**src/rtl/cvcfg_pkg.sv**
```systemverilog
package cvcfg_pkg;

  localparam int CH_HI   = 15;
  localparam int CH_LO   = 14;
  localparam int UPD_HI  = 13;
  localparam int UPD_LO  = 12;
  localparam int ADDR_W  = 4;
  localparam int DAC_USED = 11;
  localparam int SEQ_RO_HI = 3;
  localparam int SEQ_RO_LO = 2;

  typedef enum logic [2:0] {
    TGT_CFG   = 3'd0,
    TGT_DAC1  = 3'd1,
    TGT_DAC2  = 3'd2,
    TGT_SEQ   = 3'd3,
    TGT_ROUTE = 3'd4
  } tgt_e;

  typedef enum logic [1:0] {
    OP_NONE = 2'd0,
    OP_WR   = 2'd1,
    OP_RD   = 2'd2,
    OP_RST  = 2'd3
  } op_e;

  typedef struct packed {
    op_e  op;
    tgt_e tgt;
  } acc_t;

  function automatic acc_t addr_decode(input logic [ADDR_W-1:0] a);
    acc_t r;
    r.op  = OP_NONE;
    r.tgt = TGT_CFG;
    case (a)
      4'b0001: begin r.op = OP_RD;  r.tgt = TGT_CFG;   end
      4'b0011: begin r.op = OP_RD;  r.tgt = TGT_DAC1;  end
      4'b0110: begin r.op = OP_RD;  r.tgt = TGT_DAC2;  end
      4'b1011: begin r.op = OP_RD;  r.tgt = TGT_SEQ;   end
      4'b1110: begin r.op = OP_RD;  r.tgt = TGT_ROUTE; end
      4'b0010, 4'b1010: begin r.op = OP_WR; r.tgt = TGT_DAC1; end
      4'b0101, 4'b1101: begin r.op = OP_WR; r.tgt = TGT_DAC2; end
      4'b1001: begin r.op = OP_WR;  r.tgt = TGT_SEQ;   end
      4'b1100: begin r.op = OP_WR;  r.tgt = TGT_ROUTE; end
      4'b0100: begin r.op = OP_RST; r.tgt = TGT_CFG;   end
      default: begin r.op = OP_NONE; r.tgt = TGT_CFG;  end
    endcase
    return r;
  endfunction

endpackage

```
**src/rtl/cvcfg_rx.sv**
```systemverilog
module cvcfg_rx #(
  parameter int W    = 16,
  parameter int SYNC = 2
) (
  input  logic         clk,
  input  logic         rst,
  input  logic         sclk_i,
  input  logic         sel_i,
  input  logic         din_i,
  output logic         frame_start_o,
  output logic         fall_o,
  output logic         word_vld_o,
  output logic [W-1:0] word_o
);
  localparam int CW = $clog2(W + 1);

  logic [SYNC-1:0] sclk_sy, sel_sy, din_sy;
  logic            sclk_d, sel_d;
  logic            sclk_s, sel_s, din_s;
  logic [CW-1:0]   cnt;
  logic            done;
  logic            fall, rise;

  always_ff @(posedge clk) begin
    if (rst) begin
      sclk_sy <= '1;
      sel_sy  <= '0;
      din_sy  <= '0;
    end else begin
      sclk_sy <= {sclk_sy[SYNC-2:0], sclk_i};
      sel_sy  <= {sel_sy[SYNC-2:0], sel_i};
      din_sy  <= {din_sy[SYNC-2:0], din_i};
    end
  end

  assign sclk_s = sclk_sy[SYNC-1];
  assign sel_s  = sel_sy[SYNC-1];
  assign din_s  = din_sy[SYNC-1];
  assign fall   = sel_s & sclk_d & ~sclk_s;
  assign rise   = sel_s & ~sclk_d & sclk_s;

  always_ff @(posedge clk) begin
    if (rst) begin
      sclk_d        <= 1'b1;
      sel_d         <= 1'b0;
      cnt           <= '0;
      done          <= 1'b0;
      word_o        <= '0;
      word_vld_o    <= 1'b0;
      frame_start_o <= 1'b0;
      fall_o        <= 1'b0;
    end else begin
      sclk_d        <= sclk_s;
      sel_d         <= sel_s;
      word_vld_o    <= 1'b0;
      frame_start_o <= sel_s & ~sel_d;
      fall_o        <= fall;
      if (!sel_s) begin
        cnt  <= '0;
        done <= 1'b0;
      end else begin
        if (fall && cnt < CW'(W)) begin
          word_o <= {word_o[W-2:0], din_s};
          cnt    <= cnt + 1'b1;
        end
        if (rise && cnt == CW'(W) && !done) begin
          word_vld_o <= 1'b1;
          done       <= 1'b1;
        end
      end
    end
  end

endmodule

```
**src/rtl/cvcfg_tx.sv**
```systemverilog
module cvcfg_tx #(
  parameter int W = 16
) (
  input  logic         clk,
  input  logic         rst,
  input  logic         load_i,
  input  logic [W-1:0] load_data_i,
  input  logic         shift_i,
  output logic         dout_o
);
  logic [W-1:0] sh;

  always_ff @(posedge clk) begin
    if (rst)          sh <= '0;
    else if (load_i)  sh <= load_data_i;
    else if (shift_i) sh <= {sh[W-2:0], 1'b0};
  end

  assign dout_o = sh[W-1];

endmodule

```
**src/rtl/cvcfg_bank.sv**
```systemverilog
module cvcfg_bank
  import cvcfg_pkg::*;
#(
  parameter int W = 16
) (
  input  logic         clk,
  input  logic         rst,
  input  logic         frame_start_i,
  input  logic         word_vld_i,
  input  logic [W-1:0] word_i,
  output logic [W-1:0] cfg_o,
  output logic [W-1:0] dac1_o,
  output logic [W-1:0] dac2_o,
  output logic [W-1:0] seq_o,
  output logic [W-1:0] route_o,
  output logic         soft_rst_o,
  output logic         expect_cfg_o,
  output logic [W-1:0] rd_data_o
);
  localparam logic [W-1:0] DAC_RST  = W'((1 << DAC_USED) - 1);
  localparam logic [W-1:0] DAC_MASK = W'((1 << DAC_USED) - 1);
  localparam logic [W-1:0] SEQ_RO   = W'(((1 << (SEQ_RO_HI - SEQ_RO_LO + 1)) - 1) << SEQ_RO_LO);

  tgt_e         wr_tgt, rd_tgt;
  logic         rd_pend;
  acc_t         acc;
  logic [1:0]   upd;
  logic [W-1:0] rd_mux;

  assign acc = addr_decode(word_i[ADDR_W-1:0]);
  assign upd = word_i[UPD_HI:UPD_LO];

  always_comb begin
    case (rd_tgt)
      TGT_DAC1:  rd_mux = dac1_o;
      TGT_DAC2:  rd_mux = dac2_o;
      TGT_SEQ:   rd_mux = seq_o;
      TGT_ROUTE: rd_mux = route_o;
      default:   rd_mux = cfg_o;
    endcase
  end

  assign rd_data_o    = rd_pend ? rd_mux : '0;
  assign expect_cfg_o = (wr_tgt == TGT_CFG);

  always_ff @(posedge clk) begin
    if (rst || soft_rst_o) begin
      cfg_o      <= '0;
      dac1_o     <= DAC_RST;
      dac2_o     <= DAC_RST;
      seq_o      <= '0;
      route_o    <= '0;
      wr_tgt     <= TGT_CFG;
      rd_tgt     <= TGT_CFG;
      rd_pend    <= 1'b0;
      soft_rst_o <= 1'b0;
    end else begin
      if (frame_start_i) rd_pend <= 1'b0;
      if (word_vld_i) begin
        if (wr_tgt != TGT_CFG) begin
          case (wr_tgt)
            TGT_DAC1:  dac1_o  <= word_i & DAC_MASK;
            TGT_DAC2:  dac2_o  <= word_i & DAC_MASK;
            TGT_SEQ:   seq_o   <= (word_i & ~SEQ_RO) | (seq_o & SEQ_RO);
            TGT_ROUTE: route_o <= word_i;
            default:   route_o <= route_o;
          endcase
          wr_tgt <= TGT_CFG;
        end else begin
          case (upd)
            2'b01: begin
              cfg_o <= word_i;
              case (acc.op)
                OP_WR:  wr_tgt <= acc.tgt;
                OP_RD: begin
                  rd_tgt  <= acc.tgt;
                  rd_pend <= 1'b1;
                end
                OP_RST: soft_rst_o <= 1'b1;
                default: wr_tgt <= TGT_CFG;
              endcase
            end
            2'b10: cfg_o <= cfg_o;
            default: cfg_o[CH_HI:CH_LO] <= word_i[CH_HI:CH_LO];
          endcase
        end
      end
    end
  end

endmodule

```
**src/rtl/cvcfg_port.sv**
```systemverilog
module cvcfg_port #(
  parameter int W    = 16,
  parameter int SYNC = 2
) (
  input  logic         clk,
  input  logic         rst,
  input  logic         ser_clk,
  input  logic         ser_sel,
  input  logic         ser_din,
  output logic         ser_dout,
  output logic [W-1:0] cfg_o,
  output logic [W-1:0] dac1_o,
  output logic [W-1:0] dac2_o,
  output logic [W-1:0] seq_o,
  output logic [W-1:0] route_o,
  output logic         soft_rst_o
);
  logic         frame_start, fall, word_vld, expect_cfg;
  logic [W-1:0] word, rd_data;

  cvcfg_rx #(.W(W), .SYNC(SYNC)) u_rx (
    .clk(clk), .rst(rst), .sclk_i(ser_clk), .sel_i(ser_sel), .din_i(ser_din),
    .frame_start_o(frame_start), .fall_o(fall), .word_vld_o(word_vld), .word_o(word)
  );

  cvcfg_bank #(.W(W)) u_bank (
    .clk(clk), .rst(rst), .frame_start_i(frame_start), .word_vld_i(word_vld),
    .word_i(word), .cfg_o(cfg_o), .dac1_o(dac1_o), .dac2_o(dac2_o), .seq_o(seq_o),
    .route_o(route_o), .soft_rst_o(soft_rst_o), .expect_cfg_o(expect_cfg),
    .rd_data_o(rd_data)
  );

  cvcfg_tx #(.W(W)) u_tx (
    .clk(clk), .rst(rst), .load_i(frame_start), .load_data_i(rd_data),
    .shift_i(fall), .dout_o(ser_dout)
  );

endmodule

```
**config.mk**
```make
export PLATFORM = sky130hd
export DESIGN_NAME = cvcfg_port
export DESIGN_NICKNAME = d
export VERILOG_FILES = /design/src/rtl/cvcfg_pkg.sv /design/src/rtl/cvcfg_rx.sv /design/src/rtl/cvcfg_tx.sv /design/src/rtl/cvcfg_bank.sv /design/src/rtl/cvcfg_port.sv
export SDC_FILE = /design/constraint.sdc
export NUM_CORES = 1
export LEC_CHECK = 0
export ABC_AREA = 0
export ABC_CLOCK_PERIOD_IN_PS = 1900
export BUFFER_PORTS_ARGS = -buffer_cell sky130_fd_sc_hd__buf_4
export CORE_MARGIN = 3
export CORE_UTILIZATION = 48
export CTS_BUF_LIST = sky130_fd_sc_hd__clkbuf_4 sky130_fd_sc_hd__clkbuf_8
export DETAILED_ROUTE_END_ITERATION = 7
export HOLD_SLACK_MARGIN = 0.12
export PLACE_DENSITY = 0.8
export SETUP_SLACK_MARGIN = 0.05
export SYNTH_ARGS = -nofsm -noshare
export SYNTH_HDL_FRONTEND = slang
export SYNTH_HIERARCHICAL = 1
export SYNTH_SLANG_ARGS = --single-unit
```
**constraint.sdc**
```tcl
create_clock -name clk -period 1.9 [get_ports clk]
set_input_delay 0.475 -clock clk [delete_from_list [all_inputs] [get_ports clk]]
set_output_delay 0.475 -clock clk [all_outputs]
set_load 0.03 [all_outputs]
```
-- After elaboration in Yosys (flattened, before gate mapping)
Memories as Yosys holds them, arrays and structs flattened. A register that Yosys moved wholly into a read port is not among the register bits.
Cells that the tools add are included.
- bits in read-only memories: 80
- memories kept: 1
- output and inout bits: 82
- register bits after elaboration: 127
- memory list (name ; words ; bits a word ; rd ports ; clocked after memory_dff ; wr ports ; RTL line ; source):
    (name not given) ; 16 ; 5 ; 1 ; 1 ; 0 ; cvcfg_pkg.sv:36 ; case (a)
- multiplexer cells: 15
- $add $sub $neg: 1
- order comparisons: 1
- reduce and logical (&&, ||, !) cells: 20
- eq/ne operators: 15
- bitwise operators: 12
- operator list (kind ; number):
    16-bit case mux with 4 select lines ; 1
    16-bit 2-to-1 mux ; 3
    3-bit AND reduction ; 7
    16-bit by 4-bit bitwise OR with 16-bit output ; 1
    3-bit by 2-bit == test with 1-bit output, second input constant ; 4
    4-bit 2-to-1 mux ; 2
    4-bit AND reduction ; 2
    2-bit == test, second input constant ; 3
    3-bit by 1-bit == test with 1-bit output, second input constant ; 2
    3-bit == test, second input constant ; 2
    1-bit 2-to-1 mux ; 6
    3-bit 2-to-1 mux ; 2
    1-bit NOT ; 6
    3-bit case mux with 2 select lines ; 1
    5-bit by 1-bit adder with 5-bit output, second input constant ; 1
    1-bit AND ; 5
    5-bit == test, second input constant ; 1
    5-bit < comparator, second input constant ; 1
    2-bit by 1-bit == test with 1-bit output, second input constant ; 2
    2-bit nonzero test ; 2
    2-bit OR reduction ; 2
    1-bit logical AND ; 3
    3-bit nonzero test ; 1
    2-bit by 1-bit inequality test with 1-bit output, second input constant ; 1
    other kinds (3) ; 3

-- Logic depth before layout (Yosys ltp)
Gate-level depths: netlist (run 1).
- depth after elaboration: 6
- mapped depth: 9
- gate-level depth less buffers: 7

-- By module
The synthesis (run 1) kept the hierarchy.
- modules (own cells, without submodules) (module ; area an instance (µm²) ; cells each ; times used ; seq. area each (µm²)):
    cvcfg_bank ; 3766.1 ; 481 ; 1 ; 1521.5
    cvcfg_rx ; 1133.6 ; 128 ; 1 ; 660.6
    cvcfg_tx ; 764.5 ; 71 ; 1 ; 320.3

-- Worst setup path after synthesis (run 1)
Ideal clock, no wire load.
- kind: flip-flop to flip-flop
- start: register u_rx/word_o[0] (netlist name)
- end: register u_bank.rd_tgt[2]
- stages on the path, launching flop included: 8
- setup time: 0.127 ns
- data arrival time: 1.513 ns
- data required time: 1.773 ns
- path slack: 0.260 ns
- buffers on the path: 0
- clock period less this slack: 1.640 ns
- cells stage by stage: dfxtp_1 inv_1 ha_1 mux2i_1 nor2_1 a21oi_1 nand3_2 mux2i_1
- RTL lines (element ; RTL line ; source):
    end signal, assigned ; cvcfg_bank.sv:76 ; rd_tgt <= acc.tgt;
    end, declared ; cvcfg_bank.sv:24 ; tgt_e wr_tgt, rd_tgt;

-- Final worst setup path (run 1)
- start: register u_bank.rd_tgt[2]
- end: register u_tx.sh[6]
- longest elaborated chain between the ends: 4
- elaborated cells between the ends (all ways): 7
- RTL lines (element ; RTL line ; source):
    3-bit == test, or another cell as far along ; cvcfg_bank.sv:34 ; case (rd_tgt)
    16-bit case mux with 4 select lines (*) ; cvcfg_bank.sv:34 ;
    16-bit 2-to-1 mux (*) ; cvcfg_bank.sv:43 ; assign rd_data_o = rd_pend ? rd_mux : '0;
    via rd_data[6] ; cvcfg_port.sv:19 ; logic [W-1:0] word, rd_data;
    16-bit 2-to-1 mux (*) ; cvcfg_tx.sv:15 ; else if (load_i) sh <= load_data_i;
    end signal, assigned ; cvcfg_tx.sv:15 ;
    end signal, assigned ; cvcfg_tx.sv:16 ; else if (shift_i) sh <= {sh[W-2:0], 1'b0};
    end, declared ; cvcfg_tx.sv:11 ; logic [W-1:0] sh;
Mark *: on every way through the listed nets, which the timed path passes. The rest lies on a longest branch.
A chain may end at the register's enable or synchronous reset.

==> impl_metrics.csv, run 1 <==
group,metric,value,unit
floorplan,io_pins,87,
clock_tree,hold_buffers,0,
status,status,"complete, no violations",
critical_path,cp_top_family,"compound AO/OA/AOI/OAI gates",
floorplan,initial_core_util,49.4,%
timing,setup_violations,0,
critical_path,critPathCapture,"u_tx/sh[6]$_SDFFE_PP0P_",
grt,grt_usage,24.9,%
timing,whs,216,ps
run,max_cap_violations,0,
finish,antenna_cells,0,
timing,maxSlewViolCount,0,
timing,worst_slew_pin_slew,659,ps
finish,syn2layout_area_growth,20.8,%
critical_path,worstPathArrival,2170,ps
timing,finalClockSkew,13.9,ps
clock_tree,cts_root_buf,"clkbuf_8",
clock_tree,clock-sinks,125,
logic_synthesis,syn_inst,679,
critical_path,crit_path_cell_trace,"buf_12, mux2_2, a222oi_1, o21ai_1, and2_1, nor2b_1, a211oi_2",
power,power_density,768,nW/um^2
critical_path,cp.depth,7,
route,ant_nets,0,
timing,hold_violations,0,
critical_path,reg2reg_to,"u_tx/sh[6]$_SDFFE_PP0P_",
logic_synthesis,yosys_warnings,6,
route,wirelength,16400,um
clock_tree,htreeDepth,4,
timing,period_minus_slack,1860,ps
finish,final_common_cell,"nand2_1",
critical_path,max_stage_delay,400,ps
floorplan,rows,39,
timing,rsz0062_at_grt,"true",
critical_path,crit-reg2reg-launch,"u_bank/rd_tgt[2]$_SDFFE_PP0P_",
critical_path,r2r_cells,7,
grt,gr-total-overflow,0,
critical_path,regToRegSetupSlack,40,ps
clock_tree,cts.path.max_buffers,2,
floorplan,die_h,115,um
power,p_leak,2.72,nW
timing,fin_setup_tns,0,ps
grt,grt_first_pass_wirelength,25300,um
placement,gp_congestion,0.889,
critical_path,worst-setup-path-type,"reg -> reg",
grt,grt_max_degree,41,
finish,fin_nets,766,
critical_path,slowest_stage,"dfxtp_4",
route,via_per_inst,5.87,
critical_path,worst-path-buf-inv,1,
timing,slew-limit-headroom,55.9,%
timing,fmax,539,MHz
placement,port_buffers,74,
finish,most-common-layout-cells,"176 x nand2_1, 122 x dfxtp_1, 104 x buf_4",
logic_synthesis,syn_area,5660,um^2
clock_tree,clk-insertion-delay-late,450,ps
grt,first_global_vias,4896,
route,wl_per_cell,18.0,um
floorplan,placeableCoreArea,11500,um^2
timing,fin_crit_sh,97.7,%
critical_path,worstSetupStartpoint,"u_bank/rd_tgt[2]$_SDFFE_PP0P_",
placement,dp_hpwl,11200,um
route,dr.first_iter.drc_count,655,
grt,antenna_found_initial,0,
logic_synthesis,syn_area_per_cell,8.33,um^2
hold_path,hold_class,"in -> reg",
floorplan,die_x,115,um
placement,dp.cells,874,
clock_tree,cts_tree,"done",
clock_tree,clk_pin_slew,70,ps
power,peakVddDrop,0.544,mV
critical_path,cp-start-kind,"flop",
critical_path,cp_max_fo,8,
critical_path,required,2220,ps
route,vias,5347,
floorplan,die-area,13100,um^2
finish,layout.cells.non_filler,911,
finish,drive_above_1_share,22.5,%
route,drcViolationCount,0,
route,dr.pass1.iters,7,
clock_tree,cts_buffers,17,
critical_path,cp-end-kind,"flop",
how the worst min path moves through the flow:
stage | startpoint | to | slack (ps) | cells past startpoint
2_1_floorplan | u_rx/sel_d$_SDFF_PP0_ | u_rx/frame_start_o$_SDFF_PP0_ | 370 | 1
3_3_place_gp | u_rx/sel_d$_SDFF_PP0_ | u_rx/frame_start_o$_SDFF_PP0_ | 370 | 1
3_5_place_dp | u_rx/sel_d$_SDFF_PP0_ | u_rx/frame_start_o$_SDFF_PP0_ | 380 | 1
4_1_cts | ser_clk | u_rx/sclk_sy[0]$_SDFF_PP1_ | 190 | 2
5_1_grt | ser_clk | u_rx/sclk_sy[0]$_SDFF_PP1_ | 190 | 2
6_report | ser_clk | u_rx/sclk_sy[0]$_SDFF_PP1_ | 220 | 2
layer usage:
layer / GRT usage, % / wire (um) / share of wire (%) / up-vias
li1: - / - / - / 2466
met1: 29.8 / 6260 / 38 / 2512
met3: 6.34 / 1460 / 8.9 / 60
met4: 14.7 / 750 / 4.6 / 0
met5: 0 / 0 / 0 / -
met2: 40.1 / 7950 / 48 / 309
area by class of cell:
type	count	area, um^2
fillers	964	4630
multi-input cells	490	2790
flip-flops and latches	125	2510
repair buffers	111	897
clock buffers	19	262
well taps	143	179
clock inverters	13	165
inverters	10	37.5
flip-flops by register name (all words and copies together) (netlist names), 2 cells and up:
register	cells
u_rx/cnt	5
u_bank/dac1_o	11
u_rx/sel_sy	2
u_bank/cfg_o	16
u_bank/wr_tgt	3
u_rx/sclk_sy	2
u_bank/rd_tgt	3
u_bank/seq_o	14
u_tx/sh	16
u_bank/route_o	16
u_rx/din_sy	2
u_rx/word_o	16
u_bank/dac2_o	11
report_power, final:
part           internal, mW  switching, mW
clock network          1.37           1.10
logic                0.0361         0.0973
registers              2.64        0.00971
through the flow:
step	setup slack (ps)	utilization (%)	cell area, um^2	power, mW
after global routing	4.44	59.6	6840	5.43
after CTS	74.7	58.9	6760	5.29
after detailed placement	16.6	54.9	6290	2.84
after floorplan	260	-	5700	2.83
after global placement	26.7	54.9	6290	2.83
final	44.3	59.6	6840	5.25
timing repair:
action                                  CTS  global route
pin swaps                                 0             6
gates resized for setup                   5            16
gates cloned                              1             2
endpoints found under the setup margin    8            11
setup buffers                             0             2
No activity file was read; power rests on OpenSTA's default activity.
==> run 2, diff against run 1 <==
Settings changed: CORE_UTILIZATION 48 to 45, PLACE_DENSITY 0.8 to 0.77.
==> impl_metrics.csv, run 2 (synthesis results as in run 1) <==
group,metric,value,unit
status,status,"complete, no violations",
clock_tree,cts_root_buf,"clkbuf_8",
critical_path,required,2210,ps
grt,first_global_vias,4998,
critical_path,cp_max_fo,6,
route,dr.pass1.iters,6,
clock_tree,cts.path.max_buffers,2,
power,power_density,742,nW/um^2
grt,grt_max_degree,49,
placement,dp_worst_setup_slack,9.85,ps
finish,layout.cells.non_filler,938,
grt,grt_first_pass_wirelength,25700,um
route,via_per_inst,5.65,
finish,antenna_cells,0,
clock_tree,hold_buffers,0,
clock_tree,cts_tree,"done",
finish,fin_util,56.6,%
clock_tree,clock-sinks,125,
critical_path,cp-start-kind,"flop",
placement,gp_congestion,0.946,
timing,worst_slew_pin_slew,623,ps
run,max_cap_violations,0,
timing,fmax,547,MHz
timing,maxSlewViolCount,0,
hold_path,hold_class,"in -> reg",
floorplan,die_x,118,um
floorplan,io_pins,87,
placement,dp.cells,899,
route,ant_nets,0,
finish,drive_above_1_share,23.0,%
finish,most-common-layout-cells,"176 x nand2_1, 123 x dfxtp_1, 104 x buf_4",
finish,fin_nets,768,
route,vias,5298,
route,drcViolationCount,0,
clock_tree,htreeDepth,4,
floorplan,die_h,118,um
clock_tree,cts_buffers,17,
floorplan,rows,40,
timing,rsz0062_at_grt,"true",
grt,gr-total-overflow,0,
power,p_leak,2.72,nW
critical_path,cp-end-kind,"flop",
grt,grt_usage,23.2,%
grt,top_usage_layer,"met2",
grt,antenna_found_initial,0,
grt,use_met2,38.4,%
power,peakVddDrop,0.331,mV
timing,finalClockSkew,12.0,ps
timing,period_minus_slack,1830,ps
clock_tree,clk_pin_slew,80,ps
timing,fin_setup_tns,0,ps
timing,setup_violations,0,
timing,hold_violations,0,
floorplan,initial_core_util,46.5,%
placement,port_buffers,74,
finish,final_common_cell,"nand2_1",
timing,setup_slack,72.3,ps
timing,slew-limit-headroom,58.3,%
critical_path,worstPathArrival,2140,ps
floorplan,die-area,14000,um^2
clock_tree,clk-insertion-delay-late,450,ps
critical_path,worst-setup-path-type,"reg -> reg",
route,dr.first_iter.drc_count,697,
floorplan,placeableCoreArea,12200,um^2
finish,syn2layout_area_growth,21.6,%
grt,grtUsageMet3,7.37,%
placement,dp_hpwl,11600,um
timing,fin_crit_sh,96.2,%
grt,grt_util_met1,26.0,%
route,wl_per_cell,17.7,um
route,wirelength,16600,um
==> run 2: changes by cell type in the layout (fill, tap and decap cells not counted), sizes merged <==
cell	previous run	this run
clkinv	5	4
clkinvlp	4	6
buf	109	111
bufbuf	1	0
bufinv	3	2
clkbuf	20	21
==> run 2: cell type report <==
cell class                 count  area (um^2)
fill                        1084         5280
multi-input combinational    490         2810
sequential                   125         2510
timing repair buffer         113          915
clock buffer                  19          262
tap                          168          210
clock inverter                13          141
inverter                      10         37.5
==> run 2: final timing paths <==
kind                                               startpoint                            end  slack (ps)  depth (start not counted)
worst max register to register  u_bank/rd_tgt[2]$_SDFFE_PP0P_        u_tx/sh[6]$_SDFFE_PP0P_          70                          7
worst min-delay path                                  ser_clk     u_rx/sclk_sy[0]$_SDFF_PP1_         210                          2
worst min register to register          u_rx/sel_d$_SDFF_PP0_  u_rx/frame_start_o$_SDFF_PP0_         400                          1
worst max-delay path            u_bank/rd_tgt[2]$_SDFFE_PP0P_        u_tx/sh[6]$_SDFFE_PP0P_          70                          7
==> run 2: metrics by stage <==
step | power, mW | hold slack [ps] | instance area, um^2
floorplan | 2.83 | 368 | 5700
global placement | 2.84 | 394 | 6340
detailed placement | 2.84 | 393 | 6340
CTS | 5.15 | 183 | 6740
global route | 5.29 | 193 | 6880
finish | 5.10 | 214 | 6880
==> run 2: power by group <==
part / total, mW / switching (mW) / internal, mW / leakage (nW)
clock network: 2.32 / 1.09 / 1.23 / 0.186
registers: 2.65 / 0.00935 / 2.64 / 1.01
logic: 0.136 / 0.0985 / 0.0371 / 1.52
total: 5.10 / 1.20 / 3.91 / 2.72
==> run 2: critical path: stages (launching register included) <==
cell      delay, ps
dfxtp_4         400
buf_12          140
mux2_4          300
a222oi_1        350
o21ai_1         120
and2_1          190
nor2b_2         140
a211oi_2         40
==> run 2: per-layer routing <==
metal / share of wire (%) / up-vias
li1: - / 2469
met1: 39 / 2488
met2: 49 / 286
met3: 7.4 / 55
met4: 4.7 / 0
met5: 0 / -
==> run 2: what timing repair did <==
action                     in CTS  in global routing
gates resized for setup         2                 23
setup buffers                   0                  3
setup endpoints to repair       3                 12
pin swaps                       0                 10
cloned                          0                  4
